## src/rtl/hd13_pkg.sv

```systemverilog
package hd13_pkg;

   // Largest supported word; bounds the constant search below.
   localparam int MAX_POS = 120;

   function automatic bit is_pow2(input int p);
      return (p > 0) && ((p & (p - 1)) == 0);
   endfunction

   // Position (1-based) of the j-th payload bit, counting from 0:
   // payload bits fill the non-power-of-two positions in rising order.
   function automatic int data_pos(input int j);
      int cnt;
      int res;
      cnt = 0;
      res = 0;
      for (int p = 1; p <= MAX_POS; p++) begin
         if (!is_pow2(p)) begin
            if (cnt == j && res == 0) res = p;
            cnt++;
         end
      end
      return res;
   endfunction

endpackage

```

## src/rtl/hd_syndrome.sv

```systemverilog
module hd_syndrome #(
   parameter int CW_W  = 13,
   parameter int CHK_W = 4,
   parameter bit ODD   = 1'b1
) (
   input  logic [CW_W-1:0]  cw,
   output logic [CHK_W-1:0] syn
);
   // Coverage mask of check k: positions whose number has bit k set.
   function automatic logic [CW_W-1:0] grp_mask(input int k);
      logic [CW_W-1:0] m;
      for (int i = 0; i < CW_W; i++) m[i] = (((i + 1) >> k) % 2) == 1;
      return m;
   endfunction

   for (genvar k = 0; k < CHK_W; k++) begin : g_chk
      localparam logic [CW_W-1:0] MASK = grp_mask(k);
      logic par;
      assign par = ^(cw & MASK);
      if (ODD) begin : g_odd
         // Odd parity: an even ones count is a failure.
         assign syn[k] = ~par;
      end else begin : g_even
         assign syn[k] = par;
      end
   end
endmodule

```

## src/rtl/hd_correct.sv

```systemverilog
module hd_correct #(
   parameter int CW_W  = 13,
   parameter int CHK_W = 4
) (
   input  logic [CW_W-1:0]  cw,
   input  logic [CHK_W-1:0] syn,
   output logic [CW_W-1:0]  cw_fix,
   output logic             err,
   output logic             uncorr
);
   localparam int FULL = (1 << CHK_W) - 1;
   localparam logic [CHK_W-1:0] LAST_POS = CHK_W'(CW_W);

   logic [CW_W-1:0] flip;

   // One decoder line per position.
   for (genvar i = 0; i < CW_W; i++) begin : g_pos
      assign flip[i] = (syn == CHK_W'(i + 1));
   end

   if (CW_W == FULL) begin : g_perfect
      // Every syndrome names a position.
      assign uncorr = 1'b0;
   end else begin : g_short
      assign uncorr = (syn > LAST_POS);
   end

   assign err    = |syn;
   assign cw_fix = cw ^ flip;
endmodule

```

## src/rtl/hd_extract.sv

```systemverilog
module hd_extract #(
   parameter int CW_W  = 13,
   parameter int DAT_W = 9
) (
   input  logic [CW_W-1:0]  cw,
   output logic [DAT_W-1:0] dat
);
   for (genvar j = 0; j < DAT_W; j++) begin : g_dat
      localparam int P = hd13_pkg::data_pos(j);
      assign dat[j] = cw[P-1];
   end
endmodule

```

## src/rtl/hamm13_odd_dec.sv

```systemverilog
module hamm13_odd_dec #(
   parameter int CW_W       = 13,
   parameter bit ODD_PARITY = 1'b1,
   localparam int CHK_W     = $clog2(CW_W + 1),
   localparam int DAT_W     = CW_W - CHK_W
) (
   input  logic             clk,
   input  logic             rst,
   input  logic             vld_i,
   input  logic [CW_W-1:0]  cw_i,
   output logic             vld_o,
   output logic [CW_W-1:0]  cw_o,
   output logic [DAT_W-1:0] data_o,
   output logic [CHK_W-1:0] syn_o,
   output logic             err_o,
   output logic             uncorr_o
);
   if (CW_W < 3 || CW_W > hd13_pkg::MAX_POS) begin : g_bad_width
      $error("hamm13_odd_dec: CW_W out of range");
   end
   if (hd13_pkg::data_pos(DAT_W - 1) != CW_W && !hd13_pkg::is_pow2(CW_W)) begin : g_bad_map
      $error("hamm13_odd_dec: payload map inconsistent");
   end

   logic [CHK_W-1:0] syn_c;
   logic [CW_W-1:0]  fix_c;
   logic [DAT_W-1:0] dat_c;
   logic             err_c;
   logic             unc_c;

   hd_syndrome #(.CW_W(CW_W), .CHK_W(CHK_W), .ODD(ODD_PARITY)) syn_i (
      .cw  (cw_i),
      .syn (syn_c)
   );

   hd_correct #(.CW_W(CW_W), .CHK_W(CHK_W)) cor_i (
      .cw     (cw_i),
      .syn    (syn_c),
      .cw_fix (fix_c),
      .err    (err_c),
      .uncorr (unc_c)
   );

   hd_extract #(.CW_W(CW_W), .DAT_W(DAT_W)) ext_i (
      .cw  (fix_c),
      .dat (dat_c)
   );

   always_ff @(posedge clk) begin
      if (rst) begin
         vld_o    <= 1'b0;
         cw_o     <= '0;
         data_o   <= '0;
         syn_o    <= '0;
         err_o    <= 1'b0;
         uncorr_o <= 1'b0;
      end else begin
         vld_o <= vld_i;
         if (vld_i) begin
            cw_o     <= fix_c;
            data_o   <= dat_c;
            syn_o    <= syn_c;
            err_o    <= err_c;
            uncorr_o <= unc_c;
         end
      end
   end
endmodule

```

## config.mk

```make
export PLATFORM = sky130hd
export DESIGN_NAME = hamm13_odd_dec
export DESIGN_NICKNAME = d
export VERILOG_FILES = /design/src/rtl/hd13_pkg.sv /design/src/rtl/hd_syndrome.sv /design/src/rtl/hd_correct.sv /design/src/rtl/hd_extract.sv /design/src/rtl/hamm13_odd_dec.sv
export SDC_FILE = /design/constraint.sdc
export NUM_CORES = 1
export LEC_CHECK = 0
export ABC_AREA = 1
export BUFFER_PORTS_ARGS = -buffer_cell sky130_fd_sc_hd__buf_2
export CORE_UTILIZATION = 56
export DETAILED_ROUTE_END_ITERATION = 6
export GPL_ROUTABILITY_DRIVEN = 0
export PLACE_DENSITY = 0.86
export REMOVE_ABC_BUFFERS = 1
export SLEW_MARGIN = 10
export SYNTH_ARGS = -nofsm -noshare
export SYNTH_HDL_FRONTEND = slang
export SYNTH_SLANG_ARGS = --single-unit
```

## constraint.sdc

```tcl
create_clock -name clk -period 3.2 [get_ports clk]
set_clock_uncertainty 0.05 [all_clocks]
set_input_delay 0.16 -clock clk [delete_from_list [all_inputs] [get_ports clk]]
set_output_delay 0.16 -clock clk [all_outputs]
set_load 0.05 [all_outputs]
```

---- Yosys cells after proc, flatten, opt, wreduce, memory -nomap -nowiden ----
Index checks and enable logic that the tools add are counted.
operators by class
  $lt $le $gt $ge ......................... 1
  eq/ne operators ......................... 13
  bitwise operators ....................... 5
  reduce and logical (&&, ||, !) cells .... 5
operator list
  cell                number
  $reduce_xor 13->1   4
  $eq 4x4->1 const B  6
  $eq 4x3->1 const B  4
  $xor 13x13->13      1
  $eq 4x2->1 const B  2
  $eq 4x1->1 const B  1
  $gt 4x4->1 const B  1
  $not 1->1           4
  $reduce_or 4->1     1
word-level totals
  register bits after elaboration ......... 29
  bits of input ports ..................... 16

---- Longest topological paths before layout ----
Gate-level depths: netlist (run 1).
  word-level depth ........................ 4
  depth in mapped cells ................... 14

---- Hierarchy ----
Synthesis (run 1) repeated with hierarchy kept, for this count alone.
second synthesis, totals
  cells, all modules ...................... 361
  area, all modules ....................... 1993.2 um^2
by module, submodules not included
  module          instances  cells each  area each (um^2)  sequential area each (um^2)
  hamm13_odd_dec  1          180         1178.6            580.6
  hd_syndrome     1          100         402.9             0.0
  hd_correct      1          72          344.1             0.0
  hd_extract      1          9           67.6              0.0

---- Worst setup path before layout (run 1) ----
Ideal clock, no wire load.
  path type ............................... input-to-reg
  from .................................... input cw_i[11]
  to ...................................... register cw_o[8]
  library setup time ...................... 0.109 ns
  arrival time ............................ 1.105 ns
  required time ........................... 3.041 ns
  slack ................................... 1.936 ns
  stages .................................. 14
  path buffers ............................ 0
  path through ............................ inv_1 -> nand2_1 -> nand2_2 -> nand2_2 -> nand2_1 -> nand2_1 -> nand2_4 -> inv_4 -> nor2_8 -> nand2_1 -> nand2_1 -> nand3_1 -> nand2_1 -> inv_1
between the ends
  longest elaborated chain between the ends .. 4
ends and longest elaborated chain
  what                    RTL line              source
  start: declaration      hamm13_odd_dec.sv:10  input logic [CW_W-1:0] cw_i,
  $reduce_xor 13->1       hd_syndrome.sv:19     assign par = ^(cw & MASK);
  $not 1->1               hd_syndrome.sv:22     assign syn[k] = ~par;
  $eq 4x4->1 *            hd_correct.sv:18      assign flip[i] = (syn == CHK_W'(i + 1));
  $xor 13x13->13 *        hd_correct.sv:29      assign cw_fix = cw ^ flip;
  end signal: assignment  hamm13_odd_dec.sv:60  cw_o <= fix_c;
  end: declaration        hamm13_odd_dec.sv:12  output logic [CW_W-1:0] cw_o,
Mark *: on every way between the ends. The rest lies on a longest branch, timed or not.
A chain may end at the register's enable or synchronous reset.

---- Worst setup path in the final report (run 1) ----
Same ends and word-level chain as after synthesis.

==> run metrics, run 1 <==
cts bufs inserted 3; clk_lat worst skew around 0.31 ns; Sw Share a little over two fifths; Mapped Area 1565 um^2; Setup Fix Bufs, Post-CTS 0; Post-CTS Hold Buffers 0; max cap viols 0; Via density roughly 5; Least-Margin Pin Slew 0.5667 ns; Final ANT Viol Nets 0; # diodes 0; WP data arrival about 1.5 ns; worst slew margin relative to its limit 62.22%; H-tree levels 1; met3 usage slightly above 3%; fmax a little under 0.8 GHz; CP Data Required Time between 3 and 4 ns; final core occ 69.35%; top-count cell post-synth nand2_1; number of global-route vias before repair about 1400; Initial Util roughly three fifths; CTS root buffer clkbuf_4; drt wl/cell just under 10 um; sequential fraction of the synthesis area 25.58%; internal power approximately 500 uW; HP Class primary input to flop; area delta synth->final 13.75%; Crit path largest cell delay around 0.15 ns; Avg Cell Area, Syn 5.840 um^2; Seq pwr share 32.4%; multi-input logic area just over 900 um^2; first-pass GRT wire length 5589 um; RSZ-0062 raised after global routing false; total core area approximately 2600 um^2; full die area 3011 um^2; CTS tree done; Area contributors post-synth dfxtp_1 26%, nand2_1 24%, nand3_1 10%, nor2_1 7.2%, inv_1 7.0%; clock power share about 25%; CP cell instances buf_2 -> inv_1 -> nand2_1 -> nand2_2 -> nand2_2 -> nand2_1 -> nand2_1 -> nand2_4 -> inv_4 -> nor2_8 -> nand2_1 -> nand2_1 -> nand3_1 -> nand2_1 -> inv_1; via count about 1600; EDFF count, synth 0; PwrDens around 490 nW/um^2; asr flop ratio synth 0%; Final HPWL DP roughly 2500 um; initial antenna violation count 0; FP Rows 18; Die Span X roughly 55 um; CP Class primary input to flop; met1 usage 29.39%; critical path endpoint category flop; Leakage 1.089 nW; io pins 45; Worst setup SP type primary input; Die Span Y 54.87 um; Synthesis Warnings 0; nets ~320; clk sinks 20; drt total wl ~3300 um; final hold vios 0; register clock-pin slew on the reported worst setup and hold paths approximately 0.13 ns; largest net degree at the start of global routing 36; Max Slew Vio Count 0; Yosys reg bits 20; gr usage total ~25%; met2 Use GR 45.98%; Synth Instances about 270; CTS max path bufs 2; status finished, final reports clean; Synth Flop Type dfxtp_1; leading cell types by count after synthesis 102 x nand2_1, 32 x nand3_1, 30 x nor2_1; DRC viols 0; Tmin final around 1.3 ns; Fillers roughly 240; Worst VDD drop 340.1 uV; I/O Buffers between 40 and 50; total negative setup slack 0 ns; P_sw roughly 370 uW; Register Area roughly 400 um^2; layout cell share with drive strength beyond 1 around a quarter; Yosys top cell area share 25.58%; Worst path slowest cell nand2_4; Iteration-0 DRC Markers 46; final setup vio count 0; grt peak-use layer met2; Hold Slack ~0.11 ns; cell mode on critical path nand2_1; router iterations before antenna repair 6; area leader, netlist dfxtp_1; Critical Path Fanout Max 8; final worst-path cycle share around two fifths; synth unique cells 21; grt ovf 0; Post-CTS Resized 0; Logic pwr share between 40% and 50%
[registers in the layout (all words and copies together), names as in the netlist]
register and count:
err_o 1, syn_o 4, uncorr_o 1, cw_o 13, vld_o 1
[worst paths after layout]
| check | from | endpoint | slack, ns | cells after the start |
|---|---|---|---|---|
| min reg2reg | syn_o[1]$_SDFFE_PP0P_ | syn_o[1]$_SDFFE_PP0P_ | 0.43 | 2 |
| max | cw_i[11] | cw_o[8]$_SDFFE_PP0P_ | 1.93 | 15 |
| min | cw_i[9] | cw_o[9]$_SDFFE_PP0P_ | 0.11 | 5 |
| max reg2reg | syn_o[3]$_SDFFE_PP0P_ | syn_o[3]$_SDFFE_PP0P_ | 2.45 | 2 |
[through the flow]
| stage | total power, mW | worst slack, ns | instances | instance area (um^2) |
|---|---|---|---|---|
| 5_1_grt | 0.9163 | 1.774 | 331 | 1780 |
| 3_5_place_dp | 0.6524 | 1.601 | 327 | 1728 |
| 6_report | 0.8641 | 1.934 | 331 | 1780 |
| 3_3_place_gp | 0.6464 | 1.644 | 327 | 1728 |
| 2_1_floorplan | 0.5696 | 1.902 | 253 | 1470 |
| 4_1_cts | 0.8662 | 1.937 | 331 | 1780 |
[worst max-delay path, delay by kind of cell]
family | cells | cell delay (ns)
simple gates | 11 | 0.98
buf+inv | 4 | 0.32
[metal layers]
metal  vias up  share of wire, %
li1        868                 -
met1       722                47
met2        41                49
met3         3               3.7
met4         0              0.71
met5         -                 0
[kinds of logic after synthesis]
kind of cell              after synthesis  share of synthesized area, %
buffers and inverters                  51                         15.03
AOI/OAI and AO/OA                       9                         3.118
and+or+nand+nor                       186                         55.16
xor gates and xnor gates                2                         1.119
DFF                                    20                         25.58
[power by group through the flow]
stage | clock (mW) | sequential, mW | combinational [mW]
finish | 0.217 | 0.280 | 0.367
global route | 0.226 | 0.284 | 0.407
CTS | 0.218 | 0.280 | 0.368
detailed placement | 0 | 0.286 | 0.367
global placement | 0 | 0.285 | 0.362
floorplan | 0 | 0.391 | 0.179
[area by class of cell]
type,instances,share of cell area [%]
clock buffer,3,1.265
clock inverter,1,1.687
inverter,36,7.871
multi-input combinational,197,52.21
sequential,20,22.49
tap,30,2.108
timing repair buffer,44,12.37
[placed cells by master, fill, tap and decap left out]
master / count
nand3_1: 32
inv_1: 29
nand2_4: 2
nand3_2: 2
bufinv_16: 1
clkbuf_4: 3
xnor2_1: 1
o211ai_1: 1
inv_4: 2
o21ai_0: 3
nor2_8: 2
nand2_1: 102
a31oi_1: 1
nor2_1: 30
nor2_4: 5
dfxtp_1: 20
inv_2: 5
nand2_2: 11
xor2_1: 1
a21oi_1: 4
buf_2: 44
Note: power is estimated with default switching activity, not from simulation.
==> inputs of run 2 (changes only) <==
--- a/config.mk
+++ b/config.mk
@@ -7,10 +7,10 @@
 export LEC_CHECK = 0
 export ABC_AREA = 1
 export BUFFER_PORTS_ARGS = -buffer_cell sky130_fd_sc_hd__buf_2
-export CORE_UTILIZATION = 56
+export CORE_UTILIZATION = 52
 export DETAILED_ROUTE_END_ITERATION = 6
 export GPL_ROUTABILITY_DRIVEN = 0
-export PLACE_DENSITY = 0.86
+export PLACE_DENSITY = 0.81
 export REMOVE_ABC_BUFFERS = 1
 export SLEW_MARGIN = 10
 export SYNTH_ARGS = -nofsm -noshare
==> constraint.sdc (replaced) <==
create_clock -name clk -period 1.3 [get_ports clk]
set_clock_uncertainty 0.05 [all_clocks]
set_input_delay 0.065 -clock clk [delete_from_list [all_inputs] [get_ports clk]]
set_output_delay 0.065 -clock clk [all_outputs]
set_load 0.05 [all_outputs]
==> run metrics, run 2 (same netlist as run 1, synthesis figures left out) <==
max FFs per register 13; Logic pwr share 43.9%; Largest regs cw_o x13, syn_o x4; first-pass GRT wire length 5851 um; Least-Margin Pin Slew between 0.2 and 0.3 ns; Fillers approximately 270; HP Class primary input to flop; layout cell share with drive strength beyond 1 between 20% and 30%; # diodes 0; area delta synth->final 21.82%; reg2reg setup slack about 0.60 ns; RSZ-0062 raised after global routing false; final non-filler cell total 347; final setup vio count 0; Seq pwr share about a third; Die Span X between 50 and 60 um; most frequent cells in the layout 102 x nand2_1, 44 x buf_2, 32 x nand3_1; depth of the most critical reg-to-reg path 4; CTS root buffer clkbuf_4; Via density roughly 4.7; hold depth 5; commonest non-fill, non-tap cell in the layout nand2_1; io pins 45; register clock-pin slew on the reported worst setup and hold paths approximately 0.12 ns; Hold Startpoint cw_i[7]; critical path endpoint category flop; Crit Reg-Reg Endpoint cw_o[10]$_SDFFE_PP0P_; WP data arrival roughly 1.3 ns; clock power share 24.3%; Largest Register cw_o; Worst setup SP type primary input; CP Data Required Time 1.48 ns; grt ovf 0; Placed Instances ~340; initial antenna violation count 0; total core area 2805 um^2; clk_lat worst skew 0.31 ns; cts bufs inserted 3; Critical Path Fanout Max 7; fmax ~0.9 GHz; worst slew margin relative to its limit between 80% and 90%; final hold vios 0; R2R Path Start cw_o[10]$_SDFFE_PP0P_; Min-Delay Endpoint cw_o[7]$_SDFFE_PP0P_; clk sinks 20; status finished with violations; Final ANT Viol Nets 0; nets between 300 and 400; gr usage total between 20% and 30%; CP Class primary input to flop; DRC viols 2; Initial Util 55.80%; number of global-route vias before repair ~1500; router iterations before antenna repair 7; CTS tree done; Final HPWL DP 2627 um; Max Slew Vio Count 0; Iteration-0 DRC Markers 41; H-tree levels 1; Leakage about 1.2 nW; Worst VDD drop about 890 uV; CTS max path bufs 2; Sw Share 42.22%; Tmin final 1.106 ns; I/O Buffers 44; Total Power roughly 2.2 mW; Setup Fix Bufs, Post-CTS 0; Die Span Y roughly 57 um; drt total wl about 3400 um; largest net degree at the start of global routing 22; multi-input logic area 929.6 um^2; Post-CTS Resized 0; failing checks design-rule violations; via count 1638; max cap viols 0; PwrDens between 1000 and 1500 nW/um^2; Register Area roughly 400 um^2; P_sw around 920 uW; full die area ~3200 um^2; Post-CTS Hold Buffers 0; internal power 1.253 mW; final worst-path cycle share 85.04%; drt wl/cell 9.726 um; FP Rows 19; total negative setup slack 0 ns
## run 2: cell count changes in the layout (fill, tap and decap cells not counted)
cell	delta
buf_12	+1
buf_4	+14
## run 2: power by group through the flow
stage | clock, mW | combinational [mW] | sequential, mW
floorplan | 0 | 0.439 | 0.963
global placement | 0 | 0.943 | 0.701
detailed placement | 0 | 0.953 | 0.703
CTS | 0.540 | 0.956 | 0.689
global route | 0.583 | 1.04 | 0.696
finish | 0.527 | 0.953 | 0.688
## run 2: worst max-delay path, stage by stage
cell,delay (ns)
buf_2,0.12
inv_1,0.10
nand2_1,0.07
nand2_2,0.09
nand2_2,0.07
nand2_1,0.07
nand2_1,0.07
nand2_4,0.15
nand2_2,0.08
inv_2,0.12
nand2_1,0.07
nand2_1,0.06
nand3_1,0.06
nand2_1,0.06
inv_1,0.03
## run 2: layout make-up
| class | instances | area share, % |
|---|---|---|
| Multi-Input combinational cell | 197 | 48.75 |
| Sequential cell | 20 | 21.00 |
| Timing Repair Buffer | 59 | 18.11 |
| Inverter | 36 | 7.349 |
| Tap cell | 31 | 2.034 |
| Clock inverter | 1 | 1.575 |
| Clock buffer | 3 | 1.181 |
## run 2: worst max path at each step
stage / startpoint / endpoint / slack, ns / depth (start not counted)
global route: cw_i[10] / cw_o[11]$_SDFFE_PP0P_ / 0.03 / 14
global placement: cw_i[5] / cw_o[8]$_SDFFE_PP0P_ / -0.12 / 15
floorplan: cw_o[10]$_SDFFE_PP0P_ / cw_o[10]$_SDFFE_PP0P_ / 0.002 / 4
detailed placement: cw_i[11] / cw_o[0]$_SDFFE_PP0P_ / -0.15 / 15
finish: cw_i[11] / cw_o[0]$_SDFFE_PP0P_ / 0.19 / 15
CTS: cw_i[10] / cw_o[11]$_SDFFE_PP0P_ / 0.20 / 14
## run 2: stage by stage
step	area, um^2	hold WS (ns)	util [%]	worst slack (ns)
floorplan	1470	0.08407	-	0.002189
global placement	1854	0.3453	66.10	-0.1218
detailed placement	1854	0.3478	66.10	-0.1518
CTS	1907	0.01106	67.98	0.1981
global route	1907	0.01656	67.98	0.02996
finish	1907	0.01412	67.98	0.1944
## run 2: routing by layer
layer,up-vias,part of all wire (%),GRT usage (%)
li1,898,-,-
met1,696,46,27.90
met2,38,48,41.16
met3,6,4.6,4.839
met4,0,1.3,7.666
met5,-,0,0
==> inputs of run 3 (changes only) <==
--- a/config.mk
+++ b/config.mk
@@ -7,6 +7,7 @@
 export LEC_CHECK = 0
 export ABC_AREA = 1
 export BUFFER_PORTS_ARGS = -buffer_cell sky130_fd_sc_hd__buf_2
+export CORE_ASPECT_RATIO = 1.75
 export CORE_UTILIZATION = 52
 export DETAILED_ROUTE_END_ITERATION = 6
 export GPL_ROUTABILITY_DRIVEN = 0
==> run metrics, run 3 (same netlist as run 1, synthesis figures left out) <==
status finished with violations; failing checks design-rule violations; Largest Register cw_o; FP Rows 26; PwrDens 1175 nW/um^2; final non-filler cell total 350; fmax ~0.83 GHz; largest net degree at the start of global routing 18; Least-Margin Pin Slew ~0.32 ns; register clock-pin slew on the reported worst setup and hold paths approximately 0.080 ns; gr usage total around a quarter; Leakage 1.210 nW; CTS tree done; DRC viols 6; most frequent cells in the layout 95 x nand2_1, 44 x buf_2, 32 x nand3_1; post-route cell area 2002 um^2; via count between 1500 and 2000; final hold vios 0; WP data arrival around 1.3 ns; nets around 340; Initial Util ~54%; # diodes 0; max FFs per register 13; router iterations before antenna repair 7; number of global-route vias before repair around 1500; Crit path largest cell delay ~0.15 ns; Setup WS pre-CTS -0.1585 ns; Max Slew Vio Count 0; CTS root buffer clkbuf_8; max cap viols 0; Worst VDD drop between 700 and 800 uV; clk_lat worst skew ~0.26 ns; Largest regs cw_o x13, syn_o x4; Via density approximately 5.0; I/O Buffers 44; drt total wl between 3000 and 4000 um; Worst setup SP type primary input; total core area a little under 3000 um^2; Critical Path Fanout Max 8; Worst path slowest cell buf_12; initial antenna violation count 0; Tmin final 1.206 ns; CP cell instances buf_2 -> inv_2 -> nand2_1 -> nand2_2 -> nand2_2 -> nand2_1 -> nand2_1 -> nand2_4 -> buf_12 -> nor2_8 -> nand2_1 -> nand2_1 -> nand3_1 -> nand2_1 -> inv_1; Total Power between 2 and 2.5 mW; placed cell area around 1900 um^2; final worst-path cycle share 92.77%; CTS max path bufs 2; Fillers 251; final setup vio count 0; area delta synth->final 27.90%; layout cell share with drive strength beyond 1 32.61%; CP Class primary input to flop; Final ANT Viol Nets 0; cell mode on critical path nand2_1; HP Class primary input to flop; H-tree levels 1; drt wl/cell 10.42 um; first-pass GRT wire length between 5000 and 6000 um; Iteration-0 DRC Markers 54; CP Data Required Time between 1 and 1.5 ns; critical path endpoint category flop; grt ovf 0; cts bufs inserted 3; Die Span X roughly 43 um; Final HPWL DP between 2000 and 3000 um; Placed Instances ~340; clk sinks 20; commonest non-fill, non-tap cell in the layout nand2_1; final core occ about 69%; io pins 45; full die area around 3200 um^2; Die Span Y about 75 um; min setup slack post-route around 0.094 ns; worst slew margin relative to its limit roughly four fifths
[run 3: power breakdown]
| part | switching (mW) | internal (mW) | leakage (nW) |
|---|---|---|---|
| clock | 0.227 | 0.412 | 0.0357 |
| sequential | 0.0242 | 0.663 | 0.166 |
| combinational | 0.705 | 0.321 | 1.01 |
[run 3: final cells by class]
| cell class | instances | area, um^2 | area share, % |
|---|---|---|---|
| Clock inverter | 1 | 30.03 | 1.500 |
| Tap cell | 28 | 35.03 | 1.750 |
| Sequential cell | 20 | 400.4 | 20.00 |
| Timing Repair Buffer | 65 | 402.9 | 20.12 |
| Multi-Input combinational cell | 197 | 952.2 | 47.56 |
| Inverter | 36 | 140.1 | 7.000 |
| Clock buffer | 3 | 41.29 | 2.063 |
[run 3: metal layers]
layer  up-vias  global-route usage (%)  share of wire, %
met4         0                   12.85               1.8
met5         -                       0                 0
met2        40                   44.44                55
li1        914                       -                 -
met1       775                   25.52                40
met3         7                   2.913               3.2
[run 3: final timing paths]
kind	slack (ns)	start	cells after the start	to
max	0.09	cw_i[6]	15	cw_o[3]$_SDFFE_PP0P_
min	0.08	cw_i[1]	5	cw_o[1]$_SDFFE_PP0P_
max reg2reg	0.59	cw_o[2]$_SDFFE_PP0P_	4	cw_o[2]$_SDFFE_PP0P_
min reg2reg	0.42	syn_o[1]$_SDFFE_PP0P_	2	syn_o[1]$_SDFFE_PP0P_
[run 3: through the flow]
step	hold WS [ns]	TNS, ns
6_report	0.08027	0
5_1_grt	0.09828	-0.02722
4_1_cts	0.07462	0
3_5_place_dp	0.3480	-1.955
3_3_place_gp	0.3452	-1.671
2_1_floorplan	0.08407	0
[run 3: worst max-delay path, delay by kind of cell]
family,cells,cell delay [ns]
buf+inv,4,0.39
simple gates,11,0.88
[run 3: timing repair]
item	in CTS	in global routing
setup endpoints to repair	0	9
setup buffers	0	2
gates resized for setup	0	8
hold buffers	0	0
